File: src/rtl/sb_pkg.sv
package sb_pkg;

  // Outcome of the per-cycle hazard evaluation
  typedef enum logic [1:0] {
    HZ_NONE = 2'd0,
    HZ_RAW  = 2'd1,
    HZ_WAW  = 2'd2
  } hz_kind_e;

endpackage

File: src/rtl/sb_rst_sync.sv
module sb_rst_sync (
  input  logic clk,
  input  logic rst_n,
  output logic run_n
);

  logic stage1_q;
  logic stage2_q;

  // Assert asynchronously, release after two edges
  always_ff @(posedge clk or negedge rst_n) begin
    if (!rst_n) begin
      stage1_q <= 1'b0;
      stage2_q <= 1'b0;
    end else begin
      stage1_q <= 1'b1;
      stage2_q <= stage1_q;
    end
  end

  assign run_n = stage2_q;

endmodule

File: src/rtl/sb_clear_decode.sv
module sb_clear_decode #(
  parameter int NREG = 32,
  parameter int NCPL = 2,
  parameter int IW   = 5
) (
  input  logic [NCPL-1:0]    cpl_vld,
  input  logic [NCPL*IW-1:0] cpl_idx,
  output logic [NREG-1:0]    clr_mask
);

  // Merge every completion port into one clear vector
  always_comb begin
    clr_mask = '0;
    for (int p = 0; p < NCPL; p++) begin
      for (int r = 0; r < NREG; r++) begin
        if (cpl_vld[p] && (cpl_idx[p*IW +: IW] == IW'(r))) begin
          clr_mask[r] = 1'b1;
        end
      end
    end
  end

endmodule

File: src/rtl/sb_hazard.sv
module sb_hazard
  import sb_pkg::*;
#(
  parameter int NREG      = 32,
  parameter int IW        = 5,
  parameter bit HARD_ZERO = 1'b1
) (
  input  logic            in_valid,
  input  logic            run,
  input  logic            rs_vld,
  input  logic [IW-1:0]   rs_idx,
  input  logic            rt_vld,
  input  logic [IW-1:0]   rt_idx,
  input  logic            rd_vld,
  input  logic [IW-1:0]   rd_idx,
  input  logic [NREG-1:0] pend_eff,
  output logic            grant,
  output logic            hold,
  output logic [NREG-1:0] set_mask
);

  logic [NREG-1:0] sel_rs;
  logic [NREG-1:0] sel_rt;
  logic [NREG-1:0] sel_rd;
  logic            busy_src;
  logic            busy_dst;
  hz_kind_e        kind;

  // Per-register index match, one comparator per register
  for (genvar r = 0; r < NREG; r++) begin : g_sel
    assign sel_rs[r] = (rs_idx == IW'(r));
    assign sel_rt[r] = (rt_idx == IW'(r));
    assign sel_rd[r] = (rd_idx == IW'(r));
  end

  always_comb begin
    busy_src = (rs_vld && |(sel_rs & pend_eff)) ||
               (rt_vld && |(sel_rt & pend_eff));
    busy_dst = rd_vld && |(sel_rd & pend_eff);
    if (busy_src) begin
      kind = HZ_RAW;
    end else if (busy_dst) begin
      kind = HZ_WAW;
    end else begin
      kind = HZ_NONE;
    end
  end

  assign grant = in_valid && run && (kind == HZ_NONE);
  assign hold  = in_valid && !grant;

  // Destination marking; register 0 is untracked when hardwired
  for (genvar r = 0; r < NREG; r++) begin : g_set
    if (HARD_ZERO && (r == 0)) begin : g_zero
      assign set_mask[r] = 1'b0;
    end else begin : g_track
      assign set_mask[r] = grant && rd_vld && sel_rd[r];
    end
  end

endmodule

File: src/rtl/sb_state.sv
module sb_state #(
  parameter int NREG = 32
) (
  input  logic            clk,
  input  logic            arst_n,
  input  logic [NREG-1:0] clr_mask,
  input  logic [NREG-1:0] set_mask,
  output logic [NREG-1:0] pend_q
);

  logic [NREG-1:0] pend_d;
  logic            pend_en;

  // Next state: clears first, then the new mark wins
  always_comb begin
    pend_d  = (pend_q & ~clr_mask) | set_mask;
    pend_en = (|clr_mask) || (|set_mask);
  end

  always_ff @(posedge clk or negedge arst_n) begin
    if (!arst_n) begin
      pend_q <= '0;
    end else if (pend_en) begin
      pend_q <= pend_d;
    end
  end

endmodule

File: src/rtl/dispatch_scoreboard.sv
module dispatch_scoreboard #(
  parameter int NREG      = 32,
  parameter int NCPL      = 2,
  parameter bit HARD_ZERO = 1'b1,
  localparam int IW       = (NREG > 1) ? $clog2(NREG) : 1
) (
  input  logic              clk,
  input  logic              rst_n,
  input  logic              in_valid,
  input  logic              rs_vld,
  input  logic [IW-1:0]     rs_idx,
  input  logic              rt_vld,
  input  logic [IW-1:0]     rt_idx,
  input  logic              rd_vld,
  input  logic [IW-1:0]     rd_idx,
  input  logic [NCPL-1:0]   cpl_vld,
  input  logic [NCPL*IW-1:0] cpl_idx,
  output logic              dispatch,
  output logic              stall,
  output logic [NREG-1:0]   pending
);

  logic            run_n;
  logic [NREG-1:0] clr_mask;
  logic [NREG-1:0] set_mask;
  logic [NREG-1:0] pend_q;
  logic [NREG-1:0] pend_eff;

  sb_rst_sync u_rst (
    .clk   (clk),
    .rst_n (rst_n),
    .run_n (run_n)
  );

  sb_clear_decode #(
    .NREG (NREG),
    .NCPL (NCPL),
    .IW   (IW)
  ) u_clr (
    .cpl_vld  (cpl_vld),
    .cpl_idx  (cpl_idx),
    .clr_mask (clr_mask)
  );

  // Same-cycle completions are seen by the check
  assign pend_eff = pend_q & ~clr_mask;

  sb_hazard #(
    .NREG      (NREG),
    .IW        (IW),
    .HARD_ZERO (HARD_ZERO)
  ) u_hz (
    .in_valid (in_valid),
    .run      (run_n),
    .rs_vld   (rs_vld),
    .rs_idx   (rs_idx),
    .rt_vld   (rt_vld),
    .rt_idx   (rt_idx),
    .rd_vld   (rd_vld),
    .rd_idx   (rd_idx),
    .pend_eff (pend_eff),
    .grant    (dispatch),
    .hold     (stall),
    .set_mask (set_mask)
  );

  sb_state #(
    .NREG (NREG)
  ) u_st (
    .clk      (clk),
    .arst_n   (run_n),
    .clr_mask (clr_mask),
    .set_mask (set_mask),
    .pend_q   (pend_q)
  );

  assign pending = pend_q;

endmodule

File: config.mk
export PLATFORM = sky130hd
export DESIGN_NAME = dispatch_scoreboard
export DESIGN_NICKNAME = d
export VERILOG_FILES = /design/src/rtl/sb_pkg.sv /design/src/rtl/sb_rst_sync.sv /design/src/rtl/sb_clear_decode.sv /design/src/rtl/sb_hazard.sv /design/src/rtl/sb_state.sv /design/src/rtl/dispatch_scoreboard.sv
export SDC_FILE = /design/constraint.sdc
export NUM_CORES = 1
export LEC_CHECK = 0
export BUFFER_PORTS_ARGS = -buffer_cell sky130_fd_sc_hd__buf_2
export CORE_UTILIZATION = 57
export CTS_CLUSTER_DIAMETER = 100
export CTS_CLUSTER_SIZE = 8
export DETAILED_ROUTE_END_ITERATION = 6
export GPL_TIMING_DRIVEN = 0
export PLACE_DENSITY = 0.82
export SLEW_MARGIN = 20
export SYNTH_ARGS = -nofsm -noshare
export SYNTH_HDL_FRONTEND = slang
export SYNTH_HIERARCHICAL = 1
export SYNTH_SLANG_ARGS = --single-unit
File: constraint.sdc
create_clock -name clk -period 4.48 [get_ports clk]
set_input_delay 0.896 -clock clk [delete_from_list [all_inputs] [get_ports clk]]
set_output_delay 0.896 -clock clk [all_outputs]
set_load 0.02 [all_outputs]
## Word-level counts from Yosys, hierarchy flattened

Index checks and enable logic that the tools add are counted.
W data, S select, Z words.

| operators by class | value |
|---|---|
| multiplexer cells | 66 |
| bitwise gates (word level) | 6 |
| equal/unequal tests | 155 |
| reductions and logical operators | 116 |

Operators with widths:

| cell | count |
|---|---|
| $eq A5 B5 Y1 const B | 80 |
| $eq A5 B4 Y1 const B | 40 |
| $and A32 B32 Y32 | 4 |
| $reduce_or A32 Y1 | 4 |
| $logic_and A1 B1 Y1 | 102 |
| $eq A5 B3 Y1 const B | 20 |
| $mux W1 | 64 |
| $eq A5 B2 Y1 const B | 10 |
| $not A32 Y32 | 1 |
| $or A32 B32 Y32 | 1 |
| $reduce_or A31 Y1 | 1 |
| $eq A5 B1 Y1 const B | 5 |
| $logic_not A5 Y1 | 5 |
| $mux W2 | 2 |
| $logic_not A2 Y1 | 1 |
| $logic_or A1 B1 Y1 | 2 |
| $logic_not A1 Y1 | 1 |

| word-level totals | value |
|---|---|
| input port bits | 33 |
| word-level logic and storage cells | 346 |
| register bits | 34 |

## Longest topological paths before layout

Gate-level depths: netlist of the first run.

| depth | value |
|---|---|
| depth after elaboration | 17 |
| depth in mapped cells | 12 |
| mapped depth without buffers | 10 |

## By module

Netlist of the first run, hierarchy kept.

By module, submodules not included:

| module | area each (sq um) | instances | sequential area each (sq um) | cells each |
|---|---|---|---|---|
| sb_hazard | 1660.3 | 1 | 0.0 | 248 |
| sb_state | 1161.1 | 1 | 800.8 | 96 |
| dispatch_scoreboard | 440.4 | 1 | 0.0 | 32 |
| sb_clear_decode | 420.4 | 1 | 0.0 | 62 |
| sb_rst_sync | 53.8 | 1 | 50.0 | 3 |

## Worst setup path before layout of the first run

Ideal clock, no wire load.

| timing | value |
|---|---|
| kind | input-to-output |
| from | input port cpl_idx[7] |
| to | output port dispatch |
| path buffers | 1 |
| arrival | 3.271 ns |
| slack | 0.313 ns |
| data required time | 3.584 ns |
| stages on the path | 9 |
| path through | or4bb_1 > o22ai_1 > nor2b_4 > mux2_2 > and4_1 > a2111oi_1 > a21oi_1 > buf_2 > nor2_1 |

| on the way | value |
|---|---|
| word-level cells in the longest chain between the ends | 12 |

Ends and longest elaborated chain:

| what | RTL line | RTL |
|---|---|---|
| from (decl) | dispatch_scoreboard.sv:17 | `input logic [NCPL*IW-1:0] cpl_idx,` |
| $eq A5 B5 Y1 * | sb_clear_decode.sv:16 | `if (cpl_vld[p] && (cpl_idx[p*IW +: IW] == IW'(r))) begin` |
| $logic_and A1 B1 Y1 * | sb_clear_decode.sv:16 |  |
| $mux W1 * | sb_clear_decode.sv:16 |  |
| via clr_mask[19] | dispatch_scoreboard.sv:24 | `logic [NREG-1:0] clr_mask;` |
| $not A32 Y32 * | dispatch_scoreboard.sv:46 | `assign pend_eff = pend_q & ~clr_mask;` |
| $and A32 B32 Y32 * | dispatch_scoreboard.sv:46 |  |
| via pend_eff[19] | dispatch_scoreboard.sv:27 | `logic [NREG-1:0] pend_eff;` |
| $and A32 B32 Y32 (on tied branches) | sb_hazard.sv:39, sb_hazard.sv:37, sb_hazard.sv:38 |  |
| $reduce_or A32 Y1 (on tied branches) | sb_hazard.sv:39, sb_hazard.sv:37, sb_hazard.sv:38 |  |
| $logic_and A1 B1 Y1 (on tied branches) | sb_hazard.sv:39, sb_hazard.sv:37, sb_hazard.sv:38 |  |
| $mux W2 or $logic_or A1 B1 Y1 (tied branches) | sb_hazard.sv:42, sb_hazard.sv:37 |  |
| $mux W2 * | sb_hazard.sv:40 | `if (busy_src) begin` |
| $logic_not A2 Y1 * | sb_hazard.sv:49 | `assign grant = in_valid && run && (kind == HZ_NONE);` |
| $logic_and A1 B1 Y1 * | sb_hazard.sv:49 |  |
| to (decl) | dispatch_scoreboard.sv:18 | `output logic dispatch,` |

The timed path passes the listed nets; every way through them passes the cells marked *.

## Worst setup path in the final report of the first run

| timing | value |
|---|---|
| from | input port cpl_idx[8] |
| to | output port stall |

| on the way | value |
|---|---|
| word-level cells in the longest chain between the ends | 14 |

Ends and longest elaborated chain:

| what | RTL line | RTL |
|---|---|---|
| $eq A5 B3 Y1 * | sb_clear_decode.sv:16 |  |
| $logic_and A1 B1 Y1 * | sb_clear_decode.sv:16 |  |
| $mux W1 * | sb_clear_decode.sv:16 |  |
| via clr_mask[5] | dispatch_scoreboard.sv:24 |  |
| $not A32 Y32 * | dispatch_scoreboard.sv:46 |  |
| $and A32 B32 Y32 * | dispatch_scoreboard.sv:46 |  |
| via pend_eff[5] | dispatch_scoreboard.sv:27 |  |
| $and A32 B32 Y32 (on tied branches) | sb_hazard.sv:39, sb_hazard.sv:37, sb_hazard.sv:38 |  |
| $reduce_or A32 Y1 (on tied branches) | sb_hazard.sv:39, sb_hazard.sv:37, sb_hazard.sv:38 |  |
| $logic_and A1 B1 Y1 (on tied branches) | sb_hazard.sv:39, sb_hazard.sv:37, sb_hazard.sv:38 |  |
| $mux W2 or $logic_or A1 B1 Y1 (tied branches) | sb_hazard.sv:42, sb_hazard.sv:37 |  |
| $mux W2 * | sb_hazard.sv:40 |  |
| $logic_not A2 Y1 * | sb_hazard.sv:49 |  |
| $logic_and A1 B1 Y1 * | sb_hazard.sv:49 |  |
| $logic_not A1 Y1 * | sb_hazard.sv:50 | `assign hold = in_valid && !grant;` |
| $logic_and A1 B1 Y1 * | sb_hazard.sv:50 |  |
| to (decl) | dispatch_scoreboard.sv:19 | `output logic stall,` |

Marks and branches as above.

==> impl_metrics.py, run 1 <==
metrics = {
    "cells_and_area": {
        "area_delta_synth_final_pct": 23.5,
        "multi_input_area_mm2": 0.00283,
        "nFillCells": 470,
        "antenna_cells": 0,
        "drive_above_1_share": 0.380,
        "final-seq-area_um2": 852,
        "nNetsFinal": 545,
    },
    "power": {
        "total_power_uw": 1050,
        "p_seq_frac": 0.346,
        "combPwrFrac": 0.384,
        "power_leakage_uw": 0.00200,
        "swShare": 0.363,
        "p_switching_uw": 382,
        "power.density_mw_per_mm2": 228,
        "peakVddDrop_mv": 0.235,
        "clkPwrFrac": 0.269,
        "intPower_uw": 672,
    },
    "routing": {
        "wl_um": 13000,
        "vias_per_cell": 6.73,
        "vias": 3969,
        "drtPass1Iterations": 6,
        "ant_nets": 0,
        "post_drt_wl_per_cell_um": 22.0,
        "drt_iter0_drc": 411,
        "drcViolationCount": 0,
    },
    "worst_setup_path": {
        "r2r_cells": 9,
        "crit_arrival_ns": 3.56,
        "crit_path_max_incr_delay_ns": 0.61,
        "required_ns": 3.58,
        "slowest_stage": "or4bb_4",
        "crit_top_cell": "buf_6",
        "critPathKind": "in2out",
        "cp_cell_sequence": "buf_2, or4bb_4, o22ai_4, nor2b_4, mux2_1, a32oi_1, o2111ai_1, nor4_2, a21oi_2, buf_6, o21a_1, buf_6",
        "endpoint_kind": "output pin",
        "startpoint_type": "input pin",
        "path_max_fanout": 10,
    },
    "clocking": {
        "root_buffer": "clkbuf_8",
        "clkLatencyLatePin_ns": 0.30,
        "holdBufCountCts": 0,
        "cts_made_buffers": 5,
        "cts.clk_slew.worst_paths_ns": 0.07,
        "tritoncts": "yes",
        "htree_levels": 2,
        "cts-root-to-sink-buffers": 2,
        "cts.sinks": 34,
    },
    "sta": {
        "slew_violations": 0,
        "period_needed_ns": 4.45,
        "finalSetupTns_ns": 0,
        "setup-violations-final": 0,
        "relSlewSlack": 0.503,
        "finClkSkew_ns": 0.0126,
        "period_share": 0.994,
        "hold_viol": 0,
        "setup_ws_ns": 0.0284,
        "tightest_slew_ns": 0.745,
        "fmax_mhz": 225,
    },
    "synth": {
        "ys_seq_elements": 34,
        "yosys-top-cells-area": "dfrtp_1, nor2b_4, a21o_1",
        "synth_flop_cell": "dfrtp_1",
        "syn-cell-area_mm2": 0.00374,
        "synth.avg_cell_area_um2": 8.47,
        "yosysWarnings": 6,
        "synthTopCellsByCount": "nand2_1, dfrtp_1, inv_1, o22ai_1, a21o_1",
        "syn_inst": 441,
        "synth.most_common_cell": "nand2_1",
        "ys_async_sr_fraction": 1.00,
        "synth_enable_flop_cells": 0,
        "synth_seq_area_share": 0.228,
        "syn-num-nets": 474,
        "synth.distinct_cells": 60,
        "synth_top_area_frac": 0.228,
        "yosys.area.top_type": "dfrtp_1",
    },
    "status": {
        "outcome": "completed",
    },
    "die": {
        "ioPinCount": 67,
        "dieWidth_um": 83.0,
        "die-area_mm2": 0.00688,
        "core_mm2": 0.00635,
        "start_util": 0.588,
        "dieHeight_um": 83.0,
        "placementRows": 29,
    },
    "global_routing": {
        "overflow": 0,
        "track_usage": 0.356,
        "grt_max_degree": 34,
        "grt_pass1_vias": 3620,
        "grt_pass1_wl_um": 19100,
        "antenna_found_initial": 0,
    },
    "min_path": {
        "holdCritPathClass": "reg2async",
    },
    "placement": {
        "place_hpwl_um": 9100,
        "post-place-ws_ns": -0.184,
        "place_congestion": 1.02,
        "portBuffers": 61,
    },
    "run": {
        "cap_viol_max_count": 0,
    },
}
[cell families (layout without fill, tap and decap cells)]
group	count (synthesis)	count (layout)	share of synthesized area
AO/OA/AOI/OAI	112	112	0.213
buffers and inverters	69	141	0.0948
flip-flops	34	34	0.228
multiplexers	27	27	0.0764
other	2	2	0.00201
AND/OR/NAND/NOR	197	197	0.386
[path summary, 6_finish.rpt]
kind	startpoint	endpoint	slack [ns]
max in group asynchronous	u_rst/run_n	u_st/pend_q[28]	3.66
worst min register to register	u_rst/run_n	u_st/pend_q[10]	0.34
worst max register to register	u_st/pend_q[18]	u_st/pend_q[28]	1.88
worst max-delay path	cpl_idx[8]	stall	0.03
min in group clk	u_rst/stage1_q	u_rst/run_n	0.36
worst min-delay path	u_rst/run_n	u_st/pend_q[10]	0.34
[timing repair]
action,in CTS,in global routing
hold endpoints to repair,0,0
gates resized for setup,34,27
pin swaps,1,13
buffers inserted,0,9
setup endpoints to repair,2,2
gates cloned,0,0
[placed cells by master (no fill, tap or decap), types with 13 or more instances in the layout]
cell type,n
nor2b_4,32
dfrtp_1,33
nand2_1,36
mux2i_1,15
buf_4,17
inv_1,34
o22ai_2,13
nor3_1,23
a21o_1,33
buf_2,68
nand3_1,17
[per-layer routing]
| metal | routed length [µm] | vias up | track usage |
|---|---|---|---|
| li1 | - | 1767 | - |
| met4 | 741 | 0 | 0.166 |
| met5 | 0 | - | 0 |
| met1 | 5250 | 1866 | 0.490 |
| met2 | 5750 | 269 | 0.551 |
| met3 | 1210 | 67 | 0.0517 |
[layout make-up]
type | instances | share of cell area
clock inverters | 2 | 0.00814
multi-input cells | 338 | 0.613
well taps | 77 | 0.0209
inverters | 34 | 0.0277
plain buffers | 29 | 0.0448
flip-flops and latches | 34 | 0.185
repair buffers | 70 | 0.0852
clock buffers | 6 | 0.0157
[metrics by stage]
step,hold slack [ns],cell area (µm²),instances,utilization
floorplan,0.331,3740,441,-
global placement,0.344,4140,579,0.652
detailed placement,0.338,4140,579,0.652
CTS,0.364,4440,583,0.699
global route,0.365,4610,590,0.727
finish,0.337,4610,590,0.727
[state kept, by name (all words and copies together) (netlist names)]
signal,flops
u_rst/stage1_q,1
u_rst/run_n,1
u_st/pend_q,32
[worst max-delay path: cells and delay by family]
| family | cells | cell delay [ns] |
|---|---|---|
| compound gates | 5 | 0.99 |
| simple gates | 3 | 0.92 |
| buf+inv | 3 | 0.45 |
| mux | 1 | 0.28 |
[power groups by stage]
| stage | Sequential (µW) | Combinational (µW) | Clock, µW |
|---|---|---|---|
| global placement | 368 | 356 | 0 |
| global route | 369 | 423 | 295 |
| detailed placement | 370 | 361 | 0 |
| finish | 365 | 405 | 284 |
| floorplan | 398 | 212 | 0 |
| CTS | 364 | 375 | 283 |
Power figures use the tool's default switching activity.
==> run 2: changes to the inputs <==
--- a/config.mk
+++ b/config.mk
@@ -8,3 +8,3 @@
 export BUFFER_PORTS_ARGS = -buffer_cell sky130_fd_sc_hd__buf_2
-export CORE_UTILIZATION = 57
+export CORE_UTILIZATION = 50
 export CTS_CLUSTER_DIAMETER = 100
@@ -13,3 +13,3 @@
 export GPL_TIMING_DRIVEN = 0
-export PLACE_DENSITY = 0.82
+export PLACE_DENSITY = 0.74
 export SLEW_MARGIN = 20
==> constraint.sdc (replaced) <==
create_clock -name clk -period 4.48 [get_ports clk]
set_input_delay 0.448 -clock clk [delete_from_list [all_inputs] [get_ports clk]]
set_output_delay 0.448 -clock clk [all_outputs]
set_load 0.01 [all_outputs]
==> run 2 against run 1 <==
Compared with the run above: routed wire length shrank 1.5%; global-route usage shrank 2.8 points; non-clock buffer count shrank 2; worst hold slack lost 0.0066 ns; flip-flop and latch count is the same; critical path depth shrank 1; via count shrank 3.7%; clock skew shrank 0.0024 ns; core utilization shrank 14 points; total power shrank 9.7%; final area shrank 7.6%; sequential power is essentially flat.
==> impl_metrics.py, run 2 (synthesis results as in run 1) <==
metrics = {
    "status": {
        "outcome": "completed",
    },
    "worst_setup_path": {
        "crit_arrival_ns": 3.48,
        "rr_startpoint": "u_rst/run_n",
        "critPathKind": "in2out",
        "worst_r2r_endpoint": "u_st/pend_q[21]",
        "reg2reg_slack_ns": 1.70,
        "endpoint_kind": "output pin",
        "r2r_cells": 8,
        "startpoint_type": "input pin",
        "required_ns": 4.03,
        "path_max_fanout": 10,
    },
    "cells_and_area": {
        "layout_common_cells": "buf_2, nand2_1, o22ai_1, inv_1",
        "area_delta_synth_final_pct": 14.1,
        "nFillCells": 699,
        "finish.instance_area_mm2": 0.00426,
        "nNetsFinal": 543,
        "instances_no_fill": 609,
        "largest_register_ffs": 32,
        "final_common_cell": "buf_2",
        "antenna_cells": 0,
        "top_register": "u_st/pend_q",
        "drive_above_1_share": 0.288,
    },
    "clocking": {
        "cts.clk_slew.worst_paths_ns": 0.08,
        "root_buffer": "clkbuf_8",
        "tritoncts": "yes",
        "cts.sinks": 34,
        "cts-root-to-sink-buffers": 2,
        "clkLatencyLatePin_ns": 0.29,
        "cts_setup_buffers": 0,
        "cts_made_buffers": 5,
        "htree_levels": 2,
    },
    "global_routing": {
        "grt_max_degree": 34,
        "track_usage": 0.328,
        "grt_pass1_wl_um": 18700,
        "overflow": 0,
        "grt_pass1_vias": 3373,
        "antenna_found_initial": 0,
    },
    "routing": {
        "post_drt_wl_per_cell_um": 20.9,
        "ant_nets": 0,
        "drt_iter0_drc": 395,
        "vias": 3824,
        "drtPass1Iterations": 5,
        "vias_per_cell": 6.28,
        "drcViolationCount": 0,
        "wl_um": 12800,
    },
    "die": {
        "core_mm2": 0.00725,
        "dieHeight_um": 88.4,
        "placementRows": 31,
        "die-area_mm2": 0.00782,
        "dieWidth_um": 88.4,
        "ioPinCount": 67,
        "start_util": 0.515,
    },
    "placement": {
        "place_congestion": 1.05,
        "portBuffers": 61,
        "placed_cells": 601,
        "place_hpwl_um": 9720,
        "placed_cell_area_mm2": 0.00417,
    },
    "sta": {
        "finalSetupTns_ns": 0,
        "tightest_slew_ns": 0.818,
        "fmax_mhz": 254,
        "relSlewSlack": 0.453,
        "period_share": 0.878,
        "period_needed_ns": 3.93,
        "hold-worst-slack_ns": 0.330,
        "slew_violations": 0,
        "rsz0062_at_grt": "false",
        "finClkSkew_ns": 0.0101,
        "setup-violations-final": 0,
        "hold_viol": 0,
    },
    "power": {
        "peakVddDrop_mv": 0.174,
        "p_switching_uw": 339,
        "power.density_mw_per_mm2": 223,
        "power_leakage_uw": 0.00191,
        "p_seq_frac": 0.382,
        "clkPwrFrac": 0.248,
        "swShare": 0.357,
        "intPower_uw": 613,
        "combPwrFrac": 0.370,
    },
    "run": {
        "cap_viol_max_count": 0,
    },
    "min_path": {
        "holdCritPathClass": "reg2async",
    },
}
==> run 2: changes by cell type in the layout (fill, tap and decap cells not counted), sizes merged <==
cell / previous run / this run
buf: 96 / 88
clkbuf: 9 / 15
bufinv: 1 / 0
clkinvlp: 1 / 0
dlygate4sd3: 0 / 1
==> run 2: layer usage <==
layer  up-vias  part of all wire  global-route usage
li1       1758                 -                   -
met1      1843              0.42               0.450
met2       198              0.47               0.531
met3        25             0.088              0.0457
met4         0             0.025               0.107
met5         -                 0                   0
==> run 2: critical path: stages <==
cell and delay, ns:
buf_2 0.15, or4bb_1 0.61, o22ai_1 0.36, nor2b_4 0.12, mux2_2 0.27, and4_1 0.19
a2111oi_1 0.47, a21oi_1 0.33, buf_6 0.24, o21a_1 0.17, buf_2 0.13
==> run 2: how the worst max path moves through the flow <==
stage | startpoint | endpoint | slack (ns) | cells after the start
after global placement | cpl_idx[9] | stall | 0.58 | 12
after detailed placement | cpl_idx[7] | stall | 0.61 | 11
final | cpl_vld[1] | stall | 0.55 | 11
after global routing | cpl_vld[1] | dispatch | 0.44 | 12
after floorplan | cpl_idx[7] | dispatch | 1.33 | 9
after CTS | cpl_idx[9] | stall | 0.60 | 12
==> run 2: what timing repair did <==
item / 4_1_cts / 5_1_grt
hold buffers: 1 / 0
setup endpoints to repair: 0 / 0
endpoints found under the hold margin: 2 / 0
resized for setup: 0 / 0
==> run 2: area by class of cell <==
cell class | instances | area, µm² | area share
Clock buffer | 7 | 86.3 | 0.0203
Timing Repair Buffer | 62 | 315 | 0.0740
Tap cell | 99 | 124 | 0.0291
Sequential cell | 34 | 852 | 0.200
Buffer | 35 | 226 | 0.0531
Inverter | 34 | 128 | 0.0299
Multi-Input combinational cell | 338 | 2530 | 0.594
==> run 2: stage by stage <==
step	utilization	total power, µW	setup WS [ns]
6_report	0.588	952	0.548
5_1_grt	0.588	994	0.439
4_1_cts	0.588	953	0.599
3_5_place_dp	0.574	714	0.607
3_3_place_gp	0.574	708	0.584
2_1_floorplan	-	588	1.33
==> run 2: power groups by stage <==
stage | Sequential, µW | Clock [µW] | Combinational, µW
after floorplan | 377 | 0 | 211
after global placement | 368 | 0 | 340
after detailed placement | 370 | 0 | 344
after CTS | 364 | 243 | 345
after global routing | 369 | 254 | 372
final | 364 | 236 | 352
